### src/rtl/sercv_pkg.sv
package sercv_pkg;
  localparam int PIN_CVT  = 0;
  localparam int PIN_SCLK = 1;
  localparam int PIN_DIN  = 2;
  localparam int NUM_PINS = 3;

  typedef struct packed {
    logic lvl;
    logic rise;
    logic fall;
  } pin_ev_t;
endpackage

### src/rtl/sercv_pin_sync.sv
module sercv_pin_sync #(
  parameter int NSIG   = 3,
  parameter int STAGES = 2
) (
  input  logic                              clk,
  input  logic                              rst_n,
  input  logic [NSIG-1:0]                   pins,
  output sercv_pkg::pin_ev_t [NSIG-1:0]     ev
);
  for (genvar g = 0; g < NSIG; g++) begin : g_pin
    logic [STAGES-1:0] chain;
    logic              last;

    always_ff @(posedge clk or negedge rst_n) begin
      if (!rst_n) begin
        chain <= '0;
        last  <= 1'b0;
      end else begin
        chain <= {chain[STAGES-2:0], pins[g]};
        last  <= chain[STAGES-1];
      end
    end

    assign ev[g].lvl  = chain[STAGES-1];
    assign ev[g].rise = chain[STAGES-1] & ~last;
    assign ev[g].fall = ~chain[STAGES-1] & last;
  end
endmodule

### src/rtl/sercv_conv_timer.sv
module sercv_conv_timer #(
  parameter int CONV_CYCLES = 40
) (
  input  logic clk,
  input  logic rst_n,
  input  logic start_req,
  output logic busy,
  output logic done
);
  localparam int CW = $clog2(CONV_CYCLES + 1);
  localparam logic [CW-1:0] LOAD = CW'(CONV_CYCLES - 1);

  logic [CW-1:0] cnt;

  always_ff @(posedge clk or negedge rst_n) begin
    if (!rst_n) begin
      busy <= 1'b0;
      cnt  <= '0;
    end else if (busy) begin
      if (cnt == '0) busy <= 1'b0;
      else           cnt  <= cnt - 1'b1;
    end else if (start_req) begin
      busy <= 1'b1;
      cnt  <= LOAD;
    end
  end

  assign done = busy && (cnt == '0);

  assert_runs_on_R3: assert property (@(posedge clk) disable iff (!rst_n)
    (busy && cnt != '0) |=> (busy && cnt == $past(cnt) - 1'b1));

  assert_ends_R2: assert property (@(posedge clk) disable iff (!rst_n)
    done |=> !busy);

  assert_start_len_R2: assert property (@(posedge clk) disable iff (!rst_n)
    (!busy && start_req) |=> (busy && cnt == LOAD));
endmodule

### src/rtl/sercv_out_shifter.sv
module sercv_out_shifter #(
  parameter int DATA_W = 16
) (
  input  logic              clk,
  input  logic              rst_n,
  input  logic              cvt_rise,
  input  logic              cvt_fall,
  input  logic              cvt_lvl,
  input  logic              sclk_fall,
  input  logic              conv_done,
  input  logic [DATA_W-1:0] sample_word,
  output logic              dout,
  output logic              dout_oe
);
  localparam int BW = $clog2(DATA_W);
  localparam logic [BW-1:0] LAST = BW'(DATA_W - 1);

  logic [DATA_W-1:0] shreg;
  logic [BW-1:0]     bits;
  logic              en;
  logic              avail;

  always_ff @(posedge clk or negedge rst_n) begin
    if (!rst_n) begin
      shreg <= '0;
      bits  <= '0;
      en    <= 1'b0;
      avail <= 1'b0;
    end else if (cvt_rise) begin
      en    <= 1'b0;
      avail <= 1'b0;
    end else if (conv_done) begin
      shreg <= sample_word;
      bits  <= '0;
      avail <= 1'b1;
      en    <= ~cvt_lvl;
    end else if (en && sclk_fall) begin
      shreg <= {shreg[DATA_W-2:0], 1'b0};
      if (bits == LAST) begin
        en    <= 1'b0;
        avail <= 1'b0;
      end else begin
        bits <= bits + 1'b1;
      end
    end else if (cvt_fall && avail && !en) begin
      en <= 1'b1;
    end
  end

  assign dout_oe = en;
  assign dout    = en & shreg[DATA_W-1];

  assert_release_R8: assert property (@(posedge clk) disable iff (!rst_n)
    cvt_rise |=> !dout_oe);

  assert_stop_R7: assert property (@(posedge clk) disable iff (!rst_n)
    (en && sclk_fall && bits == LAST && !cvt_rise) |=> !dout_oe);

  assert_shift_R6: assert property (@(posedge clk) disable iff (!rst_n)
    (en && sclk_fall && bits != LAST && !cvt_rise && !conv_done)
      |=> (dout_oe && dout == $past(shreg[DATA_W-2])));

  assert_load_R4: assert property (@(posedge clk) disable iff (!rst_n)
    (conv_done && !cvt_rise) |=> shreg == $past(sample_word));

  assert_no_redrive_R11: assert property (@(posedge clk) disable iff (!rst_n)
    (!en && !avail && !conv_done) |=> !dout_oe);

  assert_idle_low_R10: assert property (@(posedge clk) disable iff (!rst_n)
    $fell(dout_oe) |-> !dout);
endmodule

### src/rtl/conv_serial_out.sv
module conv_serial_out #(
  parameter int DATA_W      = 16,
  parameter int CONV_CYCLES = 40,
  parameter int SYNC_STAGES = 2
) (
  input  logic              clk,
  input  logic              rst_n,
  input  logic              convert_pin,
  input  logic              sclk_pin,
  input  logic              din_level,
  input  logic [DATA_W-1:0] sample_word,
  output logic              dout,
  output logic              dout_oe,
  output logic              conv_active
);
  import sercv_pkg::*;

  pin_ev_t [NUM_PINS-1:0] ev;
  logic [NUM_PINS-1:0]    pins;
  logic                   start_req;
  logic                   conv_done;

  assign pins[PIN_CVT]  = convert_pin;
  assign pins[PIN_SCLK] = sclk_pin;
  assign pins[PIN_DIN]  = din_level;

  sercv_pin_sync #(.NSIG(NUM_PINS), .STAGES(SYNC_STAGES)) u_sync (
    .clk  (clk),
    .rst_n(rst_n),
    .pins (pins),
    .ev   (ev)
  );

  assign start_req = ev[PIN_CVT].rise & ev[PIN_DIN].lvl;

  sercv_conv_timer #(.CONV_CYCLES(CONV_CYCLES)) u_timer (
    .clk      (clk),
    .rst_n    (rst_n),
    .start_req(start_req),
    .busy     (conv_active),
    .done     (conv_done)
  );

  sercv_out_shifter #(.DATA_W(DATA_W)) u_shift (
    .clk        (clk),
    .rst_n      (rst_n),
    .cvt_rise   (ev[PIN_CVT].rise),
    .cvt_fall   (ev[PIN_CVT].fall),
    .cvt_lvl    (ev[PIN_CVT].lvl),
    .sclk_fall  (ev[PIN_SCLK].fall),
    .conv_done  (conv_done),
    .sample_word(sample_word),
    .dout       (dout),
    .dout_oe    (dout_oe)
  );

  assert_quiet_conv_R3: assert property (@(posedge clk) disable iff (!rst_n)
    (conv_active && !conv_done) |-> !dout_oe);

  assert_reset_R1: assert property (@(posedge clk)
    !rst_n |=> (!dout_oe && !conv_active));
endmodule

### config.mk
export PLATFORM = sky130hd
export DESIGN_NAME = conv_serial_out
export DESIGN_NICKNAME = d
export VERILOG_FILES = /design/src/rtl/sercv_pkg.sv /design/src/rtl/sercv_pin_sync.sv /design/src/rtl/sercv_conv_timer.sv /design/src/rtl/sercv_out_shifter.sv /design/src/rtl/conv_serial_out.sv
export SDC_FILE = /design/constraint.sdc
export NUM_CORES = 1
export LEC_CHECK = 0
export ABC_AREA = 0
export BUFFER_PORTS_ARGS = -buffer_cell sky130_fd_sc_hd__clkbuf_2
export CELL_PAD_IN_SITES_DETAIL_PLACEMENT = 1
export CELL_PAD_IN_SITES_GLOBAL_PLACEMENT = 1
export CORE_ASPECT_RATIO = 0.75
export CORE_MARGIN = 4
export CORE_UTILIZATION = 33
export DETAILED_ROUTE_END_ITERATION = 12
export PLACE_DENSITY = 0.59
export SYNTH_ARGS = -nofsm -noshare
export SYNTH_HDL_FRONTEND = slang
export SYNTH_SLANG_ARGS = --single-unit
### constraint.sdc
create_clock -name clk -period 3.25 [get_ports clk]
set_input_delay 0.4875 -clock clk [delete_from_list [all_inputs] [get_ports clk]]
set_output_delay 0.4875 -clock clk [all_outputs]
set_load 0.005 [all_outputs]
-- After elaboration in Yosys (flattened, before gate mapping)
Cells that the tools add are included.
- bits in registers: 37
- word-level logic and storage cells: 61
- add/sub/neg operators: 2
- equality and inequality tests: 4
- mux-type cells: 19
- bitwise gates (word level): 9
- reductions and logical operators: 16
- operator list (kind ; count):
    2-to-1 mux 16 bit ; 2
    2-to-1 mux 6 bit ; 3
    2-to-1 mux 4 bit ; 3
    2-to-1 mux 1 bit ; 11
    AND reduction 2 bit ; 4
    zero test 6 bit ; 1
    nonzero test 3 bit ; 2
    subtractor 6 x 1 -> 6 bit (second input constant) ; 1
    bitwise AND 1 bit ; 5
    adder 4 x 1 -> 4 bit (second input constant) ; 1
    equality test 4 bit (second input constant) ; 1
    logical AND 1 bit ; 4
    inequality test 2 bit (second input constant) ; 2
    inequality test 4 x 3 -> 1 bit (second input constant) ; 1
    inverter 1 bit ; 4
    nonzero test 2 bit ; 2
    nonzero test 4 bit ; 1
    AND reduction 3 bit ; 1
    zero test 1 bit ; 1

-- Longest topological paths before layout
Gate-level depths: netlist (run 1).
- depth in word-level cells: 8
- gate-level depth with buffers: 7
- gate-level depth less buffers: 6

-- Modules after synthesis
From an unflattened synthesis (run 1), not the netlist that was laid out.
- cells, all modules: 157
- area, all modules: 1975.6 µm²
- by module, submodules not included (module ; times used ; cells an instance ; area an instance (µm²) ; sequential area each (µm²)):
    sercv_out_shifter ; 1 ; 93 ; 1260.0 ; 550.5
    sercv_conv_timer ; 1 ; 45 ; 424.2 ; 175.2
    sercv_pin_sync ; 1 ; 18 ; 285.3 ; 225.2
    conv_serial_out ; 1 ; 1 ; 6.3 ; 0.0

-- Worst setup path after synthesis (run 1)
OpenSTA, ideal clock, no wires.
- path type: register -> register
- from: register u_timer.cnt[1]
- to: register u_shift.shreg[14]
- library setup time: 128 ps
- data arrival time: 1488 ps
- data required time: 3122 ps
- setup slack: 1634 ps
- stages on the path, launching flop included: 8
- path buffers: 1
- period minus slack after synthesis: 1616 ps
- path through: dfrtp_1 > inv_1 > ha_1 > nor3b_4 > nand2_4 > clkbuf_1 > o22ai_1 > a2bb2oi_2
- word-level cells in the longest chain between the ends: 4
- RTL lines (element ; line ; text):
    start, declared ; sercv_conv_timer.sv:13 ; logic [CW-1:0] cnt;
    start signal, assigned ; sercv_conv_timer.sv:21 ; else cnt <= cnt - 1'b1;
    zero test 6 bit (*) ; sercv_conv_timer.sv:28 ; assign done = busy && (cnt == '0);
    logical AND 1 bit (*) ; sercv_conv_timer.sv:28 ;
    nonzero test 2 bit (no line) ; n/a ;
    AND reduction 2 bit (no line) ; n/a ;
    end signal, assigned ; sercv_out_shifter.sv:33 ; shreg <= sample_word;
    end signal, assigned ; sercv_out_shifter.sv:38 ; shreg <= {shreg[DATA_W-2:0], 1'b0};
    end, declared ; sercv_out_shifter.sv:18 ; logic [DATA_W-1:0] shreg;
Every way passes the cells marked *; elsewhere a longest branch is shown, timed or not.
A chain may end at the register's enable or synchronous reset.

-- Final worst setup path (run 1)
- from: register u_timer.cnt[0]
- to: register u_shift.shreg[9]
The elaborated chain is that of the path after synthesis.

==> results.json, run 1 <==
{
  "finClkSkew_ns": 0.00175,
  "vias_per_cell": 5.45,
  "syn_inst": 142,
  "slowest_delay_ns": 0.58,
  "start_kind": "flip-flop",
  "cts_inserted_buffers": 5,
  "initial_core_util_pct": 34.7,
  "cts_tree": "built",
  "grt-ovfl-total": 0,
  "max_clock_freq_ghz": 0.453,
  "fill_cells": 548,
  "p_leak_uw": 0.000858,
  "layout_commonest_cell": "dfrtp_1",
  "final_core_util_pct": 40.1,
  "cp_top_family": "compound AO/OA/AOI/OAI gates",
  "place_congestion": 0.761,
  "drtPass1Iterations": 4,
  "synth_nets": 165,
  "portBuffers": 23,
  "tns_ns": 0,
  "rsz0062_at_grt": "no",
  "num_rows": 22,
  "clk_pin_slew_ns": 0.07,
  "crit_slowest_cell": "a21oi_4",
  "critPathKind": "reg2reg",
  "yosys_warnings": 0,
  "syn_to_final_growth_pct": 15.5,
  "post-route-period-util_pct": 67.9,
  "critPathMaxFanout": 24,
  "required_ns": 3.44,
  "place_ws_ns": 1.06,
  "postRouteAntennaNets": 0,
  "cts_resized": 0,
  "synth.distinct_cells": 39,
  "synth-async-reset-ratio_pct": 100,
  "hold_path.class": "in2reg",
  "core_area_mm2": 0.00495,
  "run_status": "completed",
  "vias": 1238,
  "tightestPinTransition_ns": 0.969,
  "wl_per_cell_um": 17.2,
  "die_height_um": 70.5,
  "finalSetupViolations": 0,
  "grt_first_pass_wirelength_mm": 6.78,
  "synth_top_area_share_pct": 53.8,
  "syn-cell-area_mm2": 0.00172,
  "synth_top_area_cell": "dfrtp_1",
  "ctsRootBufferMaster": "clkbuf_8",
  "cap_viol_max_count": 0,
  "finalCriticalPeriod_ns": 2.21,
  "syn_avg_cell_area_um2": 12.1,
  "post-dp-hpwl_mm": 2.70,
  "pin_count": 24,
  "irDropWorstVdd_mv": 0.299,
  "placed_area_mm2": 0.00187,
  "worstPathCellList": "inv_1 > ha_1 > nor3b_4 > nand2_4 > a21oi_4 > a2bb2oi_1",
  "ys_seq_area_share_pct": 53.8,
  "wirelength_mm": 3.91,
  "synth_edf_count": 0,
  "grt_max_degree": 38,
  "cp-end-kind": "flip-flop",
  "cts.path.max_buffers": 2,
  "timing.final.ws_setup_ns": 1.04,
  "hold_viol_final": 0,
  "synth_seq_cells": 37,
  "synth_area_leaders": "dfrtp_1 54%, a2bb2oi_2 7.9%, o22ai_1 6.5%, a2bb2oi_1 3.1%, a21oi_1 2.3%",
  "slew_viol_final": 0,
  "cp.arrival_ns": 2.40,
  "cts_setup_buffers": 0,
  "synthFlopType": "dfrtp_1",
  "clock_latency_ns": 0.28,
  "postLayoutCellArea_mm2": 0.00199,
  "clock_sinks": 37,
  "final_cell_mix": "37 x dfrtp_1, 23 x clkbuf_2, 18 x o22ai_1",
  "nets": 189,
  "powerDensity_mw_per_mm2": 847,
  "diodes": 0,
  "die_area_mm2": 0.00644,
  "slew_headroom_pct": 35.4,
  "drive_above_1_share_pct": 28.7,
  "drc": 0,
  "grt_pass1_vias": 1336,
  "cts_hold_buf": 0,
  "antenna_found_initial": 0,
  "htreeDepth": 2,
  "track_usage_pct": 13.0,
  "cp_num_buf_inv": 1,
  "die_w_um": 91.4,
  "drt_iter0_markers": 78
}
==> layout make-up <==
type                       instances  area, um^2  share of cell area [%]
inverter                           7        26.3                    1.32
sequential                        37         926                    46.6
clock inverter                     1        30.0                    1.51
tap                               60        75.1                    3.78
multi-input combinational         92         728                    36.6
timing repair buffer              23         115                    5.79
clock buffer                       7        86.3                    4.35
==> cells by family (layout without fill, tap and decap cells) <==
family                     Yosys count  count (layout)  synth area share [%]
and+or+nand+nor                     31              31                  11.9
adders and majority gates            2               2                  1.45
buffers and inverters               13              38                  3.85
AOI/OAI and AO/OA                   57              57                  27.9
DFF                                 37              37                  53.8
muxes                                2               2                  1.16
==> synth_stat cells, types with 2 or more instances <==
library cell  count
and2_1            2
clkbuf_1          2
a31o_2            2
a2bb2oi_2         9
dfrtp_1          37
buf_6             2
nor2_1            7
o22a_1            2
o22ai_1          18
nor3b_4           2
mux2i_1           2
nand3b_1          2
ha_1              2
nand4_1           2
a31oi_1           2
a21oi_1           8
nand2_1           6
nor3_1            2
inv_1             7
a2bb2oi_1         6
buf_2             2
==> report_power, final <==
part / internal (uW) / total [uW] / switching [uW]
Clock: 250 / 406 / 155
Sequential: 628 / 788 / 160
Combinational: 275 / 489 / 214
==> state kept, by name, summed over array words and instances, names as in the netlist <==
signal	count
u_shift.bits	4
u_timer.cnt	6
u_shift.avail	1
u_timer.busy	1
u_sync.g_pin.chain	6
u_sync.g_pin.last	2
u_shift.shreg	16
u_shift.dout_oe	1
==> path summary, 6_finish.rpt <==
check,start,endpoint,slack (ns),cells after the start
worst min register to register,u_sync.g_pin[1].chain[0]$_DFF_PN0_,u_sync.g_pin[1].chain[1]$_DFF_PN0_,0.35,0
worst max-delay path,u_timer.cnt[0]$_DFFE_PN0P_,u_shift.shreg[9]$_DFFE_PN0P_,1.04,6
min in group asynchronous,rst_n,u_sync.g_pin[1].chain[0]$_DFF_PN0_,0.33,1
worst min-delay path,din_level,u_sync.g_pin[2].chain[0]$_DFF_PN0_,0.31,1
max in group asynchronous,rst_n,u_shift.dout_oe$_DFFE_PN0P_,2.34,1
worst max register to register,u_timer.cnt[0]$_DFFE_PN0P_,u_shift.shreg[9]$_DFFE_PN0P_,1.04,6
==> through the flow <==
stage	std cells	total power (uW)	hold slack (ns)
CTS	227	1700	0.302
detailed placement	219	1290	0.336
finish	227	1680	0.310
global route	227	1800	0.301
floorplan	142	1140	0.192
global placement	219	1240	0.332
==> metal layers <==
metal / track usage [%] / share of wire, % / up-vias
met1: 18.2 / 50 / 626
li1: - / - / 588
met2: 20.3 / 46 / 22
met4: 2.51 / 0.51 / 0
met5: 0 / 0 / -
met3: 3.72 / 3.4 / 2
Power figures use the tool's default switching activity.
==> run 2: changes to the inputs <==
- ABC_AREA: 0 -> 1
- PLACE_DENSITY: 0.59 -> 0.64
- clock period: 3.25 -> 2.1 ns (I/O delays scaled with it)
==> results.json, run 2 <==
{
  "cts.path.max_buffers": 2,
  "required_ns": 2.28,
  "power_uw": 2470,
  "drive_above_1_share_pct": 16.7,
  "wl_per_cell_um": 12.2,
  "powerDensity_mw_per_mm2": 1210,
  "synth_top_area_share_pct": 52.4,
  "portBuffers": 23,
  "wl_met1_mm": 2.14,
  "slew_headroom_pct": 68.0,
  "p_leak_uw": 0.00114,
  "synth_edf_count": 0,
  "syn_avg_cell_area_um2": 7.74,
  "ys_seq_area_share_pct": 52.4,
  "synth.distinct_cells": 20,
  "largest-register": "u_shift.shreg",
  "die_height_um": 71.3,
  "syn_inst": 228,
  "start_kind": "flip-flop",
  "tightestPinTransition_ns": 0.480,
  "synthSimpleGateAreaFrac_pct": 37.3,
  "post-dp-hpwl_mm": 2.88,
  "initial_core_util_pct": 35.0,
  "critPathMaxFanout": 17,
  "drt_iter0_markers": 33,
  "wirelength_mm": 4.02,
  "clock_sinks": 37,
  "synth_area_leaders": "dfrtp_1 52%, nand2_1 27%, nand3_1 4.8%, inv_1 2.8%, buf_6 1.9%",
  "syn-cell-area_mm2": 0.00177,
  "synthTopCellsByCount": "127 x nand2_1, 37 x dfrtp_1, 17 x nand3_1",
  "grt_first_pass_wirelength_mm": 7.11,
  "cp-end-kind": "flip-flop",
  "top_regs": "u_shift.shreg x16, u_sync.g_pin.chain x6, u_timer.cnt x6",
  "htreeDepth": 2,
  "finClkSkew_ns": 0.00404,
  "pin_count": 24,
  "synth_compound_area_share_pct": 2.62,
  "hold_path.class": "in2async",
  "wl_met3_um": 139,
  "cts_hold_buf": 0,
  "synth_seq_cells": 37,
  "cap_viol_max_count": 0,
  "yosysMostFrequentCell": "nand2_1",
  "post-route-period-util_pct": 86.1,
  "cts_inserted_buffers": 5,
  "ctsRootBufferMaster": "clkbuf_8",
  "place_congestion": 0.741,
  "postRouteAntennaNets": 0,
  "num_rows": 22,
  "hold_viol_final": 0,
  "reg2regPathDepth": 9,
  "critPathKind": "reg2reg",
  "grt_pass1_vias": 1513,
  "synth_top_area_cell": "dfrtp_1",
  "routed.top_layer": "met4",
  "postLayoutCellArea_mm2": 0.00204,
  "tns_ns": 0,
  "die_w_um": 92.5,
  "muxShareOfSynthArea_pct": 0,
  "synth_top_family_by_area": "simple AND/OR/NAND/NOR gates",
  "clock_latency_ns": 0.28,
  "drc": 0,
  "irDropWorstVdd_mv": 0.360,
  "synth-async-reset-ratio_pct": 100,
  "drtPass1Iterations": 4,
  "run_status": "completed",
  "antenna_found_initial": 0,
  "syn_to_final_growth_pct": 15.4,
  "fill_cells": 660,
  "finalCriticalPeriod_ns": 1.81,
  "cts_tree": "built",
  "cp.arrival_ns": 1.99,
  "crit_end": "u_timer.cnt[5]$_DFFE_PN0P_",
  "synth_nets": 251,
  "wl_met2_mm": 1.72,
  "rr_startpoint": "u_timer.cnt[0]$_DFFE_PN0P_",
  "r2r_end": "u_timer.cnt[5]$_DFFE_PN0P_",
  "crit_start": "u_timer.cnt[0]$_DFFE_PN0P_",
  "yosys_warnings": 0,
  "die_area_mm2": 0.00660,
  "max_clock_freq_ghz": 0.553,
  "vias_per_cell": 4.41,
  "track_usage_pct": 13.5,
  "clk_pin_slew_ns": 0.07,
  "layout_commonest_cell": "nand2_1",
  "synth_xor_area_share_pct": 0.496,
  "finalSetupViolations": 0,
  "slew_viol_final": 0,
  "nets": 280,
  "cts_resized": 0,
  "final_cell_mix": "127 x nand2_1, 37 x dfrtp_1, 23 x clkbuf_2",
  "largest_reg_flops": 16,
  "core_area_mm2": 0.00504,
  "placed_area_mm2": 0.00196,
  "rsz0062_at_grt": "no",
  "synth_fa_ha_area_share_pct": 1.42,
  "cts_setup_buffers": 0,
  "vias": 1456,
  "grt-ovfl-total": 0,
  "r2r_setup_slack_ns": 0.29,
  "final_core_util_pct": 40.4,
  "diodes": 0,
  "grt_max_degree": 38,
  "synthFlopType": "dfrtp_1"
}
[run 2: worst max-delay path: stages, from the launching register on]
cell and delay, ns:
dfrtp_1 0.40, inv_1 0.13, ha_1 0.25, nand2_1 0.07, nor2_1 0.15, nand2_2 0.25
nand2_2 0.24, inv_1 0.10, nand2_1 0.07, nand2_1 0.04
[run 2: layout make-up]
class                   instances  area, um^2  share of cell area (%)
multi-input cells             171         739                    36.3
well taps                      72        90.1                    4.42
clock buffers                   8        80.1                    3.93
flip-flops and latches         37         926                    45.5
inverters                      15        56.3                    2.76
repair buffers                 27         145                    7.13
[run 2: cells by family after synthesis]
group | count (synthesis)
xor+xnor | 1
compound gates | 8
fa+ha+maj | 2
buf+inv | 20
simple gates | 160
flops | 37
[run 2: worst min-delay path by stage]
stage | start | to | slack, ns | cells past startpoint
after CTS | rst_n | u_shift.bits[0]$_DFFE_PN0P_ | 0.09 | 2
after detailed placement | u_sync.g_pin[0].chain[0]$_DFF_PN0_ | u_sync.g_pin[0].chain[1]$_DFF_PN0_ | 0.34 | 0
after global placement | u_sync.g_pin[2].chain[0]$_DFF_PN0_ | u_sync.g_pin[2].chain[1]$_DFF_PN0_ | 0.34 | 0
final | rst_n | u_shift.bits[0]$_DFFE_PN0P_ | 0.07 | 2
after global routing | rst_n | u_shift.shreg[4]$_DFFE_PN0P_ | 0.11 | 2
after floorplan | rst_n | u_shift.avail$_DFFE_PN0P_ | 0.02 | 0
[run 2: metal layers]
metal / global-route usage, % / vias up
li1: - / 760
met1: 19.4 / 675
met2: 19.9 / 19
met3: 3.99 / 2
met4: 3.46 / 0
met5: 0 / -
[run 2: metrics by stage]
stage / hold WS (ns) / cells / worst slack [ns]
2_1_floorplan: 0.0194 / 228 / 0.622
3_3_place_gp: 0.339 / 322 / 0.363
3_5_place_dp: 0.342 / 322 / 0.269
4_1_cts: 0.0919 / 330 / 0.262
5_1_grt: 0.113 / 330 / 0.0326
6_report: 0.0704 / 330 / 0.291
[run 2: where the power goes]
group	leakage, uW	internal [uW]	switching (uW)
clock	0.0000395	236	238
sequential	0.000447	972	189
combinational	0.000653	321	516
total	0.00114	1530	943
